File: config.mk
export PLATFORM = sky130hd
export DESIGN_NAME = sound_bus_bridge
export DESIGN_NICKNAME = d
export VERILOG_FILES = /design/src/rtl/sbb_pkg.sv /design/src/rtl/sbb_cmd_reg.sv /design/src/rtl/sbb_decode.sv /design/src/rtl/sbb_chip_port.sv /design/src/rtl/sound_bus_bridge.sv
export SDC_FILE = /design/constraint.sdc
export NUM_CORES = 1
export LEC_CHECK = 0
export BUFFER_PORTS_ARGS = -buffer_cell sky130_fd_sc_hd__buf_2
export CAP_MARGIN = 20
export CORE_MARGIN = 2
export CORE_UTILIZATION = 46
export DETAILED_ROUTE_END_ITERATION = 7
export PLACE_DENSITY = 0.93
export SYNTH_ARGS = -nofsm -noshare
export SYNTH_HDL_FRONTEND = slang
export SYNTH_SLANG_ARGS = --single-unit
File: constraint.sdc
create_clock -name clk -period 3.4 [get_ports clk]
set_input_delay 0.51 -clock clk [delete_from_list [all_inputs] [get_ports clk]]
set_output_delay 0.51 -clock clk [all_outputs]
set_load 0.03 [all_outputs]
File: src/rtl/sbb_pkg.sv
package sbb_pkg;

  typedef enum logic [1:0] {
    RDK_NONE   = 2'd0,
    RDK_DATA   = 2'd1,
    RDK_STATUS = 2'd2,
    RDK_JOY    = 2'd3
  } rd_kind_e;

  typedef enum logic [1:0] {
    WRK_NONE = 2'd0,
    WRK_DATA = 2'd1,
    WRK_ADDR = 2'd2
  } wr_kind_e;

  localparam logic [1:0] SRC_DATA   = 2'd0;
  localparam logic [1:0] SRC_STATUS = 2'd1;
  localparam logic [1:0] SRC_JOY    = 2'd2;

endpackage

File: src/rtl/sbb_cmd_reg.sv
module sbb_cmd_reg #(
  parameter int CMD_W  = 4,
  parameter int DATA_W = 8
) (
  input  logic              clk,
  input  logic              rst_n,
  input  logic              wr_en,
  input  logic [CMD_W-1:0]  wr_code,
  output logic [CMD_W-1:0]  cmd_q,
  output logic [DATA_W-1:0] readback
);

  localparam int PAD_W = DATA_W - CMD_W;

  always_ff @(posedge clk) begin
    if (!rst_n)     cmd_q <= '0;
    else if (wr_en) cmd_q <= wr_code;
  end

  assign readback = {{PAD_W{1'b1}}, cmd_q};

  AST_CMD_HOLD: assert property (@(posedge clk) disable iff (!rst_n)
    !$past(wr_en) |-> $stable(cmd_q));

endmodule

File: src/rtl/sbb_decode.sv
module sbb_decode import sbb_pkg::*; #(
  parameter int CMD_W = 4
) (
  input  logic [CMD_W-1:0] cmd_q,
  output rd_kind_e         rd_kind,
  output wr_kind_e         wr_kind
);

  logic joy_sel;
  logic stat_sel;

  generate
    if (CMD_W >= 4) begin : g_fm
      assign joy_sel  = cmd_q[3];
      assign stat_sel = cmd_q[2];
    end else begin : g_tone
      assign joy_sel  = 1'b0;
      assign stat_sel = 1'b0;
    end
  endgenerate

  always_comb begin
    rd_kind = RDK_NONE;
    wr_kind = WRK_NONE;
    if (joy_sel) begin
      rd_kind = RDK_JOY;
    end else if (stat_sel) begin
      rd_kind = RDK_STATUS;
    end else begin
      unique case (cmd_q[1:0])
        2'd1:    rd_kind = RDK_DATA;
        2'd2:    wr_kind = WRK_DATA;
        2'd3:    wr_kind = WRK_ADDR;
        default: ;
      endcase
    end
  end

endmodule

File: src/rtl/sbb_chip_port.sv
module sbb_chip_port import sbb_pkg::*; #(
  parameter int DATA_W = 8,
  parameter int ADDR_W = 4
) (
  input  logic              clk,
  input  logic              rst_n,
  input  logic              acc_wr,
  input  logic              acc_rd,
  input  wr_kind_e          wr_kind,
  input  rd_kind_e          rd_kind,
  input  logic [DATA_W-1:0] cpu_wdata,
  input  logic [DATA_W-1:0] chip_rdata,
  output logic              chip_wr_en,
  output logic              chip_wr_is_addr,
  output logic [DATA_W-1:0] chip_wr_data,
  output logic [ADDR_W-1:0] chip_addr,
  output logic              chip_rd_en,
  output logic [1:0]        chip_rd_src,
  output logic [DATA_W-1:0] rd_value
);

  localparam int ZPAD_W = DATA_W - ADDR_W;

  logic do_data_wr;
  logic do_addr_wr;

  assign do_data_wr = acc_wr && (wr_kind == WRK_DATA);
  assign do_addr_wr = acc_wr && (wr_kind == WRK_ADDR);

  always_ff @(posedge clk) begin
    if (!rst_n) begin
      chip_wr_en      <= 1'b0;
      chip_wr_is_addr <= 1'b0;
      chip_wr_data    <= '0;
      chip_addr       <= '0;
    end else begin
      chip_wr_en <= do_data_wr || do_addr_wr;
      if (do_addr_wr) begin
        chip_addr       <= cpu_wdata[ADDR_W-1:0];
        chip_wr_is_addr <= 1'b1;
        chip_wr_data    <= {{ZPAD_W{1'b0}}, cpu_wdata[ADDR_W-1:0]};
      end else if (do_data_wr) begin
        chip_wr_is_addr <= 1'b0;
        chip_wr_data    <= cpu_wdata;
      end
    end
  end

  always_comb begin
    chip_rd_en  = acc_rd && (rd_kind != RDK_NONE);
    chip_rd_src = SRC_DATA;
    unique case (rd_kind)
      RDK_STATUS: chip_rd_src = SRC_STATUS;
      RDK_JOY:    chip_rd_src = SRC_JOY;
      default:    chip_rd_src = SRC_DATA;
    endcase
    rd_value = chip_rd_en ? chip_rdata : '1;
  end

  AST_ADDR_HOLD: assert property (@(posedge clk) disable iff (!rst_n)
    !$past(do_addr_wr) |-> $stable(chip_addr));

  AST_STROBE_KIND: assert property (@(posedge clk) disable iff (!rst_n)
    chip_wr_en |-> $past(acc_wr && (wr_kind != WRK_NONE)));

endmodule

File: src/rtl/sound_bus_bridge.sv
module sound_bus_bridge import sbb_pkg::*; #(
  parameter bit FM_STYLE = 1'b1,
  parameter int DATA_W   = 8,
  parameter int ADDR_W   = 4
) (
  input  logic              clk,
  input  logic              rst_n,
  input  logic              chip_fitted,
  input  logic              cpu_cs,
  input  logic              cpu_we,
  input  logic              cpu_reg_sel,
  input  logic [DATA_W-1:0] cpu_wdata,
  output logic [DATA_W-1:0] cpu_rdata,
  output logic              chip_wr_en,
  output logic              chip_wr_is_addr,
  output logic [DATA_W-1:0] chip_wr_data,
  output logic [ADDR_W-1:0] chip_addr,
  output logic              chip_rd_en,
  output logic [1:0]        chip_rd_src,
  input  logic [DATA_W-1:0] chip_rdata
);

  localparam int CMD_W = FM_STYLE ? 4 : 2;

  logic              cmd_wr;
  logic              cmd_rd;
  logic              dat_wr;
  logic              dat_rd;
  logic [CMD_W-1:0]  cmd_q;
  logic [DATA_W-1:0] cmd_readback;
  logic [DATA_W-1:0] port_rd_value;
  rd_kind_e          rd_kind;
  wr_kind_e          wr_kind;

  assign cmd_wr = chip_fitted && cpu_cs && !cpu_reg_sel &&  cpu_we;
  assign cmd_rd = chip_fitted && cpu_cs && !cpu_reg_sel && !cpu_we;
  assign dat_wr = chip_fitted && cpu_cs &&  cpu_reg_sel &&  cpu_we;
  assign dat_rd = chip_fitted && cpu_cs &&  cpu_reg_sel && !cpu_we;

  sbb_cmd_reg #(.CMD_W(CMD_W), .DATA_W(DATA_W)) u_cmd (
    .clk      (clk),
    .rst_n    (rst_n),
    .wr_en    (cmd_wr),
    .wr_code  (cpu_wdata[CMD_W-1:0]),
    .cmd_q    (cmd_q),
    .readback (cmd_readback)
  );

  sbb_decode #(.CMD_W(CMD_W)) u_dec (
    .cmd_q   (cmd_q),
    .rd_kind (rd_kind),
    .wr_kind (wr_kind)
  );

  sbb_chip_port #(.DATA_W(DATA_W), .ADDR_W(ADDR_W)) u_port (
    .clk             (clk),
    .rst_n           (rst_n),
    .acc_wr          (dat_wr),
    .acc_rd          (dat_rd),
    .wr_kind         (wr_kind),
    .rd_kind         (rd_kind),
    .cpu_wdata       (cpu_wdata),
    .chip_rdata      (chip_rdata),
    .chip_wr_en      (chip_wr_en),
    .chip_wr_is_addr (chip_wr_is_addr),
    .chip_wr_data    (chip_wr_data),
    .chip_addr       (chip_addr),
    .chip_rd_en      (chip_rd_en),
    .chip_rd_src     (chip_rd_src),
    .rd_value        (port_rd_value)
  );

  always_comb begin
    if (cmd_rd)      cpu_rdata = cmd_readback;
    else if (dat_rd) cpu_rdata = port_rd_value;
    else             cpu_rdata = '1;
  end

  AST_STROBE_FROM_CPU: assert property (@(posedge clk) disable iff (!rst_n)
    chip_wr_en |-> $past(cpu_cs && cpu_we && cpu_reg_sel && chip_fitted));

  AST_RD_ON_READ: assert property (@(posedge clk) disable iff (!rst_n)
    chip_rd_en |-> (cpu_cs && !cpu_we && cpu_reg_sel && chip_fitted));

  AST_ABSENT_ALL_ONES: assert property (@(posedge clk) disable iff (!rst_n)
    (!chip_fitted && cpu_cs && !cpu_we) |-> (cpu_rdata == '1 && !chip_rd_en));

  AST_CODE0_QUIET: assert property (@(posedge clk) disable iff (!rst_n)
    (cmd_readback[CMD_W-1:0] == '0) |-> !chip_rd_en);

endmodule

==> run metrics, run 1 <==
total number of vias 847; worst hold endpoint u_port.chip_wr_data[4]$_SDFFE_PP0P_; max incr delay on CP 500 ps; Critical Path Start Type flip-flop; endpoints failing setup 0; post-layout net count 167; clock share of power 33.6%; Leakage 0.5908 nW; final wirelength between 1500 and 2000 µm; routed vias/inst 5.012; NetSw 0.09007 mW; placed insts about 170; FF-to-FF Start u_cmd.cmd_q[3]$_SDFFE_PN0P_; CTS resizes 0; period utilisation layout a little under two thirds; Seq/Total Area, Yosys about two fifths; PwrDens 337.3 mW/mm²; Syn Inst Count 100; global-route wire length before repair 3029 µm; Port Buffers 46; Post-CTS Setup Bufs 0; die height 47.51 µm; clock buffer depth 2; standard-cell rows 15; internal power slightly below 0.3 mW; switching part of the total 23.43%; Final Wtd Congestion around 0.69; Root Buffer clkbuf_4; top post-synthesis cells by area dfxtp_1 41%, mux2i_1 14%, nand2_1 7.3%; CTS tree done; WHS 461.2 ps; # DRC 0; Num Clock Sinks 18; pre-CTS setup slack between 1000 and 1500 ps; maximum VDD drop 191.3 µV; Iteration-0 DRC Markers 11; DRT antenna net count 0; worst min path class reg2reg; layout cells sized above 1 approximately 38%; mean post-synth cell area slightly below 9 µm²; starting density of the core 49.89%; Worst Clk Skew 6.093 ps; f_max 0.4623 GHz; CP cell instances nand2b_4, a2111oi_4, nand2b_1, buf_2; Post-synth ARST share 0%; DIE AREA 0.002257 mm²; final hold viol count 0; P&R area growth vs syn 30.89%; post-synth top area share 41.38%; number of CTS-inserted buffers 3; clock slew at reported path FFs 100 ps; crit end category output port; Setup Crit Path Kind reg2out; GR Overflow Total 0; Seq pwr share 55.5%; count leader, synth dfxtp_1; final slew viol count 0; IO Count between 40 and 50; Worst EP required 2890 ps; vias in the first global route between 700 and 800; slowest stage cell, crit path dfxtp_1; top_reg_cell synth dfxtp_1; measured slew at the worst slew-check pin 614.3 ps; setup TNS 0 ps; largest net degree at the start of global routing 27; fin crit period 2163 ps; CP top delay family flip-flops; WP data arrival 1650 ps; Syn Nets 122; most instantiated cells after synthesis 18 x dfxtp_1, 17 x nand2_1, 12 x mux2i_1, 8 x nand2b_1, 8 x o21ai_0; run status completed; synthesized cell area slightly below 900 µm²; max_slew headroom 58.93%; Max H-tree Level 1; Comb pwr share roughly 11%; r2r setup slk 1800 ps; Hold Crit Depth 2; WP buf/inv 1; core area 0.001745 mm²; Max Fanout on Critical Path 8; All-Layer GR Usage 19.13%; area leader, netlist dfxtp_1; flops & latches, synth 18; DRT Pass-1 Iters 4; hold wc startpoint u_port.chip_wr_data[4]$_SDFFE_PP0P_; Final WS setup 1237 ps; initial antenna violation count 0; n_diodes 0; FF-to-FF End u_port.chip_wr_data[1]$_SDFFE_PN0P_; hold_buf cts 0; latest clock arrival within the worst-skew pair between 200 and 300 ps; fin cells 169; DP HPWL 1579 µm; Die Width ~48 µm; Post-synth EDFFs 0; unrepaired setup endpoints after global routing no; synth warn 0; synth unique cells 22; WL per Instance about 12 µm; Max Cap Viol 0; worst r2r path cells 3
[logic make-up after synthesis]
family	count (synthesis)	synth area share, %
flip-flops	18	41.38
AO/OA/AOI/OAI	14	11.06
buffers and inverters	8	4.167
multiplexers	12	13.79
AND/OR/NAND/NOR	48	29.60
[worst reg2reg max path, stage by stage (launching register included)]
cell     delay (ps)
dfxtp_1         370
nor2_2          320
nand3_1         530
mux2i_1         320
[cells in the final DEF, fill, tap and decap left out, drive strengths merged]
| cell type | instances |
|---|---|
| buf | 46 |
| dfxtp | 18 |
| nand2 | 17 |
| mux2i | 12 |
| nand2b | 9 |
| o21ai | 8 |
| nor2 | 7 |
| nand3 | 5 |
| a21oi | 4 |
| nand3b | 4 |
| clkbuf | 4 |
| inv | 2 |
| and2 | 2 |
| a2111oi | 1 |
| nor2b | 1 |
| nand4b | 1 |
| and3 | 1 |
| nand4 | 1 |
| o2bb2ai | 1 |
[sequential cells by signal, summed over array words and instances, names as in the netlist]
| signal | flops |
|---|---|
| u_port.chip_wr_en | 1 |
| u_port.chip_addr | 4 |
| u_cmd.cmd_q | 4 |
| u_port.chip_wr_data | 8 |
| u_port.chip_wr_is_addr | 1 |
[metrics by stage]
stage | utilization [%] | power (mW) | cell area (µm²)
2_1_floorplan | - | 0.2428 | 870.8
6_report | 65.30 | 0.3845 | 1140
3_3_place_gp | 63.23 | 0.2580 | 1104
3_5_place_dp | 63.23 | 0.2597 | 1104
5_1_grt | 65.30 | 0.3973 | 1140
4_1_cts | 65.30 | 0.3868 | 1140
[layer usage]
layer	global-route usage (%)	wire length, µm
met2	34.05	1062
met5	0	0
met3	3.396	78
met1	21.10	801
met4	11.11	47
[power groups by stage]
stage	clock network, mW	logic, mW	registers [mW]
after floorplan	0	0.0246	0.218
after global placement	0	0.0398	0.218
after detailed placement	0	0.0415	0.218
after CTS	0.132	0.0420	0.213
after global routing	0.137	0.0465	0.214
final	0.129	0.0419	0.213
[worst max-delay path by stage]
| stage | startpoint | to | slack (ps) | cells past startpoint |
|---|---|---|---|---|
| final | u_cmd.cmd_q[0]$_SDFFE_PN0P_ | cpu_rdata[7] | 1240 | 4 |
| after global placement | cpu_reg_sel | chip_rd_en | 1450 | 4 |
| after global routing | u_cmd.cmd_q[0]$_SDFFE_PN0P_ | cpu_rdata[7] | 1120 | 4 |
| after detailed placement | cpu_reg_sel | cpu_rdata[7] | 1370 | 5 |
| after CTS | u_cmd.cmd_q[0]$_SDFFE_PN0P_ | cpu_rdata[7] | 1220 | 4 |
| after floorplan | u_cmd.cmd_q[0]$_SDFFE_PN0P_ | cpu_rdata[4] | 1330 | 3 |
[cell type report]
class / instances / area [µm²]
Fill cell: 144 / 605.6
Sequential cell: 18 / 360.3
Tap cell: 25 / 31.28
Timing Repair Buffer: 46 / 230.2
Inverter: 2 / 7.507
Multi-Input combinational cell: 74 / 474.2
Clock buffer: 4 / 36.28
(Power assumes the default switching activity.)
==> run 2, diff against run 1 <==
- ABC_AREA: default -> 1
- CORE_UTILIZATION: 46 -> 44
- PLACE_DENSITY: 0.93 -> 0.89
- clock period: 3.4 -> 2.1 ns (I/O delays scaled with it)
==> run metrics, run 2 <==
Post-Place Cell Area approximately 0.0012 mm²; clock slew at reported path FFs about 90 ps; Hold Crit Depth 3; Iteration-0 DRC Markers 8; Port Buffers 46; crit end category output port; Final Wtd Congestion 0.7552; Critical Path Start Type flip-flop; r2r setup slk about 930 ps; post-synth top area share 39.78%; Post-CTS Setup Bufs 0; CTS resizes 0; hold wc startpoint cpu_wdata[4]; most instantiated cells after synthesis 26 x nand2_1, 26 x nor2_1, 18 x dfxtp_1, 18 x inv_1, 8 x o21ai_0; routed vias/inst ~4.6; FF-to-FF Start u_cmd.cmd_q[3]$_SDFFE_PN0P_; CTS tree done; P&R area growth vs syn 30.66%; global-route wire length before repair around 3400 µm; latest clock arrival within the worst-skew pair 290 ps; hold_buf cts 0; Largest Register u_port.chip_wr_data; total number of vias roughly 940; max FFs per register 8; number of CTS-inserted buffers 3; Syn Nets 150; top post-synthesis cells by area dfxtp_1 40%, nand2_1 11%, nor2_1 11%; Seq/Total Area, Yosys 39.78%; Setup Crit Path Kind reg2out; Leakage 0.5920 nW; GR Overflow Total 0; final instance area 0.001184 mm²; endpoints failing setup 0; IO Count 47; WHS approximately 260 ps; FF-to-FF End u_port.chip_addr[1]$_SDFFE_PN0P_; fin crit period 1892 ps; Max H-tree Level 1; maximum VDD drop 429.9 µV; DRT Pass-1 Iters 3; Max Fanout on Critical Path 9; WL per Instance around 10 µm; Post-synth EDFFs 0; Worst Clk Skew 5.000 ps; Syn Inst Count 128; Die Width ~49 µm; final wirelength 2040 µm; # DRC 0; most common cell after layout, fill and taps aside buf_2; area occupied by multi-input gates 465.4 µm²; n_diodes 0; standard-cell rows 16; die height 49.38 µm; worst r2r path cells 6; Fillers 182; final hold viol count 0; largest net degree at the start of global routing 10; most frequent cells in the layout 46 x buf_2, 26 x nor2_1, 26 x nand2_1; All-Layer GR Usage 17.64%; synthesized cell area 905.9 µm²; PwrDens 496.0 mW/mm²; unrepaired setup endpoints after global routing no; f_max around 0.53 GHz; measured slew at the worst slew-check pin 274.1 ps; area leader, netlist dfxtp_1; worst min path class in2reg; synth warn 0; DRT antenna net count 0; clock buffer depth 2; Root Buffer clkbuf_4; top_reg_cell synth dfxtp_1; Worst EP required 1780 ps; Post-synth ARST share 0%; layout cells sized above 1 36.57%; mean post-synth cell area a little over 7 µm²; period utilisation layout approximately 90%; post-layout net count 199; worst hold endpoint u_port.chip_wr_data[4]$_SDFFE_PP0P_; flops & latches, synth 18; Largest regs u_port.chip_wr_data: 8 flops, u_cmd.cmd_q: 4 flops, u_port.chip_addr: 4 flops; final slew viol count 0; starting density of the core a little under half; DIE AREA 0.002438 mm²; run status completed; max_slew headroom 81.66%; setup TNS 0 ps; Num Clock Sinks 18; WP data arrival roughly 1600 ps; core area 0.001942 mm²; synth unique cells 20; Max Cap Viol 0; initial antenna violation count 0; FF+latch area 360.3 µm²; DP HPWL 1689 µm; vias in the first global route 823
[run 2: cell types whose count changed after synthesis, moves of 6 or more]
cell / delta
nand2b_1: -8
mux2i_1: -12
nor2_1: +20
inv_1: +16
nor2_4: +6
nand2_1: +9
[run 2: worst max path at each step]
stage                                           start      endpoint  depth (start not counted)
final                     u_cmd.cmd_q[0]$_SDFFE_PN0P_  cpu_rdata[1]                          6
after detailed placement                  cpu_reg_sel  cpu_rdata[1]                          7
after CTS                 u_cmd.cmd_q[0]$_SDFFE_PN0P_  cpu_rdata[1]                          6
after global placement                    cpu_reg_sel  cpu_rdata[0]                          7
after floorplan           u_cmd.cmd_q[0]$_SDFFE_PN0P_  cpu_rdata[4]                          4
after global routing      u_cmd.cmd_q[0]$_SDFFE_PN0P_  cpu_rdata[1]                          6
[run 2: power by group]
part	leakage, nW	switching [mW]	internal [mW]
logic	0.433	0.0449	0.0288
clock network	0.0138	0.0977	0.0668
registers	0.145	0.00468	0.344
total	0.592	0.147	0.440
[run 2: routing by layer]
layer | routed length (µm) | share of wire (%) | up-vias | track usage (%)
li1 | - | - | 486 | -
met1 | 821 | 40 | 427 | 17.52
met2 | 1107 | 54 | 23 | 34.91
met3 | 95 | 4.7 | 2 | 4.908
met4 | 16 | 0.78 | 0 | 5.093
met5 | 0 | 0 | - | 0
[run 2: final cells by class]
class                      count  share of cell area, %
multi-input combinational     89                  39.32
timing repair buffer          46                  19.45
clock buffer                   3                  1.903
tap                           27                  2.854
inverter                      19                  6.025
sequential                    18                  30.44
[run 2: worst max-delay path: stages (launching register included)]
cell	delay (ps)
dfxtp_1	470
inv_1	110
o21ai_2	140
nand2_2	120
o21ai_0	220
inv_1	50
buf_2	170
[run 2: cell families after synthesis]
kind of cell	share of synthesized area (%)
DFF	39.78
AOI/OAI and AO/OA	8.149
and+or+nand+nor	43.23
buffers and inverters	8.838
[run 2: stage by stage]
stage               cells  utilization (%)  worst slack, ps  total power, mW
finish                202            60.95            207.6           0.5871
floorplan             128                -            753.3           0.3983
CTS                   202            60.95            214.1           0.5912
global placement      199            59.79            613.2           0.4281
global route          202            60.95            91.75           0.6188
detailed placement    199            59.79            505.2           0.4310
